**src/rtl/pio_timer_pkg.sv**
```systemverilog
package pio_timer_pkg;

    localparam int TFLD_W  = 4;   // width of pulse and recovery fields
    localparam int SFLD_W  = 2;   // width of setup field
    localparam int RFLD_W  = 2;   // width of ready-delay field
    localparam int RDY_W   = 3;   // width of decoded ready delay
    localparam int ADDR_W  = 3;
    localparam int DATA_W  = 8;

    // longest phase is recovery: 2**TFLD_W + 1 clocks, counter holds len-1
    localparam int CNT_W   = $clog2(2**TFLD_W + 2);

    localparam logic [ADDR_W-1:0] ADDR_CFG = 3'd4;
    localparam logic [ADDR_W-1:0] ADDR_MAP = 3'd5;

    localparam int CFG_PREF_BIT = 6;
    localparam int CFG_SET_LO   = 4;
    localparam int CFG_RDY_LO   = 1;
    localparam int MAP_SPLIT    = 0;

    typedef struct packed {
        logic [TFLD_W-1:0] pulse_m1;
        logic [TFLD_W-1:0] rec_m2;
    } cyc_timing_t;

    typedef enum logic [1:0] {
        PH_IDLE  = 2'd0,
        PH_SETUP = 2'd1,
        PH_PULSE = 2'd2,
        PH_RECOV = 2'd3
    } phase_t;

    // counter preload for the recovery phase: (rec_m2 + 2) - 1
    function automatic logic [CNT_W-1:0] rec_preload(input logic [TFLD_W-1:0] f);
        return CNT_W'(f) + CNT_W'(1);
    endfunction

    function automatic logic [RDY_W-1:0] ready_decode(input logic [RFLD_W-1:0] f);
        return RDY_W'(f) + RDY_W'(2);
    endfunction

endpackage

```
**src/rtl/pio_timing_regs.sv**
```systemverilog
module pio_timing_regs
    import pio_timer_pkg::*;
#(
    parameter int N_SETS = 2,
    parameter int N_DIRS = 2
) (
    input  logic              clk,
    input  logic              rst,
    input  logic              wr_en,
    input  logic [ADDR_W-1:0] wr_addr,
    input  logic [DATA_W-1:0] wr_data,
    input  logic              sel_dev,
    input  logic              sel_wr,
    output cyc_timing_t       sel_tim,
    output logic [SFLD_W-1:0] setup_m1,
    output logic              prefetch_en,
    output logic [RDY_W-1:0]  ready_dly
);

    localparam int N_TIM = N_SETS * N_DIRS;

    cyc_timing_t       tim_q [N_TIM];
    logic [SFLD_W-1:0] setup_q;
    logic [RFLD_W-1:0] rdy_q;
    logic              pref_q;
    logic              split_q;

    // index = set*2 + direction, matching the address map
    for (genvar g = 0; g < N_TIM; g++) begin : g_tim
        always_ff @(posedge clk) begin
            if (rst)
                tim_q[g] <= '0;
            else if (wr_en && wr_addr == ADDR_W'(g))
                tim_q[g] <= cyc_timing_t'(wr_data);
        end
    end

    always_ff @(posedge clk) begin
        if (rst) begin
            setup_q <= '0;
            rdy_q   <= '0;
            pref_q  <= 1'b0;
            split_q <= 1'b0;
        end else if (wr_en) begin
            if (wr_addr == ADDR_CFG) begin
                setup_q <= wr_data[CFG_SET_LO +: SFLD_W];
                rdy_q   <= wr_data[CFG_RDY_LO +: RFLD_W];
                pref_q  <= wr_data[CFG_PREF_BIT];
            end
            if (wr_addr == ADDR_MAP)
                split_q <= wr_data[MAP_SPLIT];
        end
    end

    logic use_b;
    assign use_b       = split_q & sel_dev;
    assign sel_tim     = tim_q[{use_b, sel_wr}];
    assign setup_m1    = setup_q;
    assign prefetch_en = pref_q;
    assign ready_dly   = ready_decode(rdy_q);

    assert_prefetch_follows_R10: assert property (@(posedge clk) disable iff (rst)
        (wr_en && wr_addr == ADDR_CFG) |=> (prefetch_en == $past(wr_data[CFG_PREF_BIT])));

    assert_ready_range_R11: assert property (@(posedge clk) disable iff (rst)
        (ready_dly >= RDY_W'(2)) && (ready_dly <= RDY_W'(5)));

    assert_unmapped_ignored_R6: assert property (@(posedge clk) disable iff (rst)
        (wr_en && wr_addr > ADDR_MAP) |=> ($stable(prefetch_en) && $stable(ready_dly)));

endmodule

```
**src/rtl/pio_cycle_seq.sv**
```systemverilog
module pio_cycle_seq
    import pio_timer_pkg::*;
(
    input  logic              clk,
    input  logic              rst,
    input  logic              req,
    input  logic              req_wr,
    input  cyc_timing_t       tim,
    input  logic [SFLD_W-1:0] setup_m1,
    output logic              busy,
    output logic              addr_valid,
    output logic              rd_stb,
    output logic              wr_stb,
    output logic              done
);

    phase_t            phase_q;
    logic [CNT_W-1:0]  cnt_q;
    logic [TFLD_W-1:0] pulse_q;
    logic [TFLD_W-1:0] rec_q;
    logic              wr_q;
    logic              done_q;
    logic              last;

    assign last = (cnt_q == '0);

    always_ff @(posedge clk) begin
        if (rst) begin
            phase_q <= PH_IDLE;
            cnt_q   <= '0;
            pulse_q <= '0;
            rec_q   <= '0;
            wr_q    <= 1'b0;
            done_q  <= 1'b0;
        end else begin
            done_q <= 1'b0;
            unique case (phase_q)
                PH_IDLE: begin
                    if (req) begin
                        phase_q <= PH_SETUP;
                        cnt_q   <= CNT_W'(setup_m1);
                        pulse_q <= tim.pulse_m1;
                        rec_q   <= tim.rec_m2;
                        wr_q    <= req_wr;
                    end
                end
                PH_SETUP: begin
                    if (last) begin
                        phase_q <= PH_PULSE;
                        cnt_q   <= CNT_W'(pulse_q);
                    end else begin
                        cnt_q <= cnt_q - CNT_W'(1);
                    end
                end
                PH_PULSE: begin
                    if (last) begin
                        phase_q <= PH_RECOV;
                        cnt_q   <= rec_preload(rec_q);
                    end else begin
                        cnt_q <= cnt_q - CNT_W'(1);
                    end
                end
                PH_RECOV: begin
                    if (last) begin
                        phase_q <= PH_IDLE;
                        done_q  <= 1'b1;
                    end else begin
                        cnt_q <= cnt_q - CNT_W'(1);
                    end
                end
                default: phase_q <= PH_IDLE;
            endcase
        end
    end

    assign busy       = (phase_q != PH_IDLE);
    assign addr_valid = busy;
    assign rd_stb     = (phase_q == PH_PULSE) && !wr_q;
    assign wr_stb     = (phase_q == PH_PULSE) && wr_q;
    assign done       = done_q;

    assert_done_single_R5: assert property (@(posedge clk) disable iff (rst)
        done |=> !done);

    assert_done_follows_busy_R5: assert property (@(posedge clk) disable iff (rst)
        $fell(busy) |-> done);

    assert_accept_when_idle_R5: assert property (@(posedge clk) disable iff (rst)
        $rose(busy) |-> ($past(req) && !$past(busy)));

    assert_strobe_after_setup_R2: assert property (@(posedge clk) disable iff (rst)
        $rose(rd_stb || wr_stb) |-> $past(addr_valid));

    assert_setup_bound_R2: assert property (@(posedge clk) disable iff (rst)
        (phase_q == PH_SETUP) |-> (cnt_q < CNT_W'(2**SFLD_W)));

    assert_dir_held_R8: assert property (@(posedge clk) disable iff (rst)
        (busy && $past(busy)) |-> $stable(wr_q));

    assert_strobe_excl_R12: assert property (@(posedge clk) disable iff (rst)
        !(rd_stb && wr_stb));

endmodule

```
**src/rtl/pio_cycle_timer.sv**
```systemverilog
module pio_cycle_timer
    import pio_timer_pkg::*;
(
    input  logic              clk,
    input  logic              rst,
    input  logic              reg_we,
    input  logic [ADDR_W-1:0] reg_addr,
    input  logic [DATA_W-1:0] reg_wdata,
    input  logic              cyc_req,
    input  logic              cyc_dev,
    input  logic              cyc_write,
    output logic              cyc_busy,
    output logic              cyc_addr_valid,
    output logic              rd_strobe,
    output logic              wr_strobe,
    output logic              cyc_done,
    output logic              prefetch_en,
    output logic [RDY_W-1:0]  ready_dly
);

    cyc_timing_t       sel_tim;
    logic [SFLD_W-1:0] setup_m1;

    pio_timing_regs #(
        .N_SETS (2),
        .N_DIRS (2)
    ) u_regs (
        .clk         (clk),
        .rst         (rst),
        .wr_en       (reg_we),
        .wr_addr     (reg_addr),
        .wr_data     (reg_wdata),
        .sel_dev     (cyc_dev),
        .sel_wr      (cyc_write),
        .sel_tim     (sel_tim),
        .setup_m1    (setup_m1),
        .prefetch_en (prefetch_en),
        .ready_dly   (ready_dly)
    );

    pio_cycle_seq u_seq (
        .clk        (clk),
        .rst        (rst),
        .req        (cyc_req),
        .req_wr     (cyc_write),
        .tim        (sel_tim),
        .setup_m1   (setup_m1),
        .busy       (cyc_busy),
        .addr_valid (cyc_addr_valid),
        .rd_stb     (rd_strobe),
        .wr_stb     (wr_strobe),
        .done       (cyc_done)
    );

    assert_no_strobe_idle_R12: assert property (@(posedge clk) disable iff (rst)
        (rd_strobe || wr_strobe) |-> cyc_addr_valid);

    assert_recov_after_pulse_R4: assert property (@(posedge clk) disable iff (rst)
        $fell(rd_strobe || wr_strobe) |-> cyc_busy);

endmodule

```
**config.mk**
```make
export PLATFORM = sky130hd
export DESIGN_NAME = pio_cycle_timer
export DESIGN_NICKNAME = d
export VERILOG_FILES = /design/src/rtl/pio_timer_pkg.sv /design/src/rtl/pio_timing_regs.sv /design/src/rtl/pio_cycle_seq.sv /design/src/rtl/pio_cycle_timer.sv
export SDC_FILE = /design/constraint.sdc
export NUM_CORES = 1
export LEC_CHECK = 0
export CAP_MARGIN = 20
export CORE_ASPECT_RATIO = 0.8
export CORE_MARGIN = 4
export CORE_UTILIZATION = 61
export CTS_CLUSTER_DIAMETER = 150
export DETAILED_ROUTE_END_ITERATION = 10
export PLACE_DENSITY = 0.87
export SLEW_MARGIN = 20
export SYNTH_ARGS = -nofsm -noshare
export SYNTH_HDL_FRONTEND = slang
export SYNTH_SLANG_ARGS = --single-unit
```
**constraint.sdc**
```tcl
create_clock -name clk -period 5 [get_ports clk]
set_clock_uncertainty 0.15 [all_clocks]
set_input_delay 0.5 -clock clk [delete_from_list [all_inputs] [get_ports clk]]
set_output_delay 0.5 -clock clk [all_outputs]
set_load 0.01 [all_outputs]
```
==> impl_results.md <==
- DR DRC count: 0
- Sequential area share after synthesis: 53.2%
- Post-synth top area share: 36.0%
- Layout Nets: 278
- CP endpoint: cyc_busy
- DR vias: 1831
- Root buffer cell: clkbuf_8
- Initial antenna violation count: 0
- Hold buffer count at CTS: 0
- Data arrival time of the worst path: 1930 ps
- Hold Path Class: register to register
- Clock transition at the registers of the reported paths: 100 ps
- Vias in the first global route: 1720
- Final setup TNS: 0 ps
- Post-synth EDFFs: 32
- Max VDD drop: 269 uV
- Max cap viols: 0
- Io pins: 26
- Slew Viols, Final: 0
- WL final: 5500 um
- Fin crit share: 51.7%
- RSZ-0062 raised after global routing: false
- Synth async-reset ratio: 0%
- Number of cell rows: 21
- Drt initial violations: 81
- R2R Setup Slk: 2900 ps
- Htree depth: 2
- Yosys reg bits: 55
- Most frequent cell after synthesis: and2_1
- Ranking of synthesized cells by area: edfxtp_1, dfxtp_1, and2_1
- Outcome: finished clean
- Core area: 4200 sq um
- Critical path startpoint: u_seq.phase_q[0]$_SDFFE_PP0P_
- Crit Path Class: register to output pin
- Final ANT Viol Nets: 0
- Grt ovf: 0
- Crit path top cell by count: inv_1
- Crit-path max FO: 12
- CTS tree: built
- Area delta synth->final: 14.2%
- Slowest cell on crit path: clkdlybuf4s50_1
- Reg-to-Reg End: u_seq.cnt_q[0]$_SDFFE_PP0P_
- DR WL/cell: 17.7 um
- Die height: 67.2 um
- Crit start category: register
- Initial Utilization: 63.5%
- GR Util All Layers: 22.1%
- Levels on crit path: 4
- Routability cong.: 0.842
- Post-Synthesis Cell Area: 2670 sq um
- Sink Count: 55
- Filler cell count: 308
- Port bufs: 25
- Worst Path Required: 4350 ps
- Die width: 82.0 um
- Crit-path cells: inv_1 -> ha_1 -> inv_1 -> clkdlybuf4s50_1
- R2r worst-path depth: 6
- Syn Nets: 255
- Worst-Skew Late Latency: 320 ps
- Worst Tran Pin Value: 837 ps
- Avg Inst Size Synth: 11.6 sq um
- Leakage: 1.10 nW
- Syn. warnings: 0
- Slowest stage delay, CP: 560 ps
- DPL Wire Length: 4030 um
- CP top delay family: buffers and inverters
- Die area: 5510 sq um
- Period minus WS final: 2580 ps
- Share of layout cells above drive strength 1: 9.45%
- Post-CTS setup buffer count: 0
- Final hold vios: 0
- Maximum clock path buffer count: 2
- Setup-failing EPs final: 0
- Cts repair resizes: 0
- Main synth FF type: edfxtp_1
- Synth cell types: 44
- Dpl ws: 2210 ps
- Area leader, netlist: edfxtp_1
- CP bufs+invs: 3
- Relative slew slack: 43.4%
- Pwr dens: 410 nW/um^2
- Nature of the critical path endpoint: output pin
- Worst reg2reg startpoint: u_seq.cnt_q[0]$_SDFFE_PP0P_
- Global-route wire length before repair: 8760 um
- Num CTS Buffers: 5
- Gate Count Post-Synth: 230
- Max Freq: 387 MHz
- Setup WS post-layout: 2420 ps
- Drt pass-1 iters: 4
- Largest net degree at the start of global routing: 29
- Vias/cell: 5.89
- Ant diodes: 0
- Commonest cells post-synth: and2_1, edfxtp_1, dfxtp_1
## tightest hold or removal path, cell delays in order, from the launching register on
cell and delay [ps]:
dfxtp_1 320, nand2_1 50, a21oi_1 50
## placed cells by master (no fill, tap or decap), types with 3 or more instances in the layout
master and count:
a21oi_1 11, a22oi_1 3, and2_1 34, clkbuf_8 5
clkdlybuf4s50_1 25, dfxtp_1 23, edfxtp_1 32, ha_1 8
inv_1 11, mux2i_1 6, mux4_2 8, nand2_1 13
nand3_1 12, nand3b_1 4, nor2_1 14, nor3_1 6
o21ai_1 5, o41ai_2 3
## worst min path at each step
stage	start	to	slack [ps]	cells after the start
2_1_floorplan	u_seq.pulse_q[0]$_SDFFE_PP0P_	u_seq.pulse_q[0]$_SDFFE_PP0P_	290	2
3_3_place_gp	u_seq.pulse_q[0]$_SDFFE_PP0P_	u_seq.pulse_q[0]$_SDFFE_PP0P_	300	2
3_5_place_dp	u_seq.pulse_q[1]$_SDFFE_PP0P_	u_seq.pulse_q[1]$_SDFFE_PP0P_	300	2
4_1_cts	u_seq.pulse_q[1]$_SDFFE_PP0P_	u_seq.pulse_q[1]$_SDFFE_PP0P_	310	2
5_1_grt	u_seq.pulse_q[0]$_SDFFE_PP0P_	u_seq.pulse_q[0]$_SDFFE_PP0P_	340	2
6_report	u_seq.pulse_q[1]$_SDFFE_PP0P_	u_seq.pulse_q[1]$_SDFFE_PP0P_	310	2
## sequential cells by signal (all words and copies together) (netlist names)
register / flops
u_regs.tim_q: 32
u_seq.phase_q: 2
u_regs.prefetch_en: 1
u_regs.rdy_q: 2
u_seq.rec_q: 4
u_seq.wr_q: 1
u_seq.pulse_q: 4
u_seq.done: 1
u_regs.setup_m1: 2
u_seq.cnt_q: 5
u_regs.split_q: 1
## per-stage QoR
stage / total power [mW] / util (%) / std cells / hold slack [ps] / cell area (sq um)
2_1_floorplan: 0.896 / - / 230 / 286 / 2670
3_3_place_gp: 0.990 / 70.1 / 303 / 296 / 2950
3_5_place_dp: 1.00 / 70.3 / 303 / 297 / 2960
4_1_cts: 1.25 / 72.5 / 311 / 311 / 3050
5_1_grt: 1.32 / 72.5 / 311 / 341 / 3050
6_report: 1.25 / 72.5 / 311 / 309 / 3050
## metal layers
metal	vias up	wire length, um	GRT usage, %
met5	-	0	0
met4	0	97	8.51
met3	10	280	4.53
met2	45	2610	34.2
met1	893	2520	31.0
li1	883	-	-
## layout make-up
type                            instances  area [sq um]  share of cell area [%]
Clock buffer                            5          68.8                    2.26
Timing Repair Buffer                   26           258                    8.46
Multi-Input combinational cell        154          1160                    38.2
Tap cell                               57          71.3                    2.34
Clock inverter                          3          23.8                   0.780
Sequential cell                        55          1420                    46.6
Inverter                               11          41.3                    1.35
## power breakdown
part           internal, mW  switching, mW
Combinational         0.188          0.246
Clock                 0.102          0.155
Sequential            0.526         0.0344
## kinds of logic after synthesis
family | after synthesis | share of synthesized area [%]
DFF | 55 | 53.2
buffers and inverters | 21 | 3.42
AOI/OAI and AO/OA | 37 | 10.6
muxes | 14 | 9.00
adders and majority gates | 8 | 3.75
xor gates and xnor gates | 2 | 0.656
and+or+nand+nor | 93 | 19.4
Power figures use the tool's default switching activity.
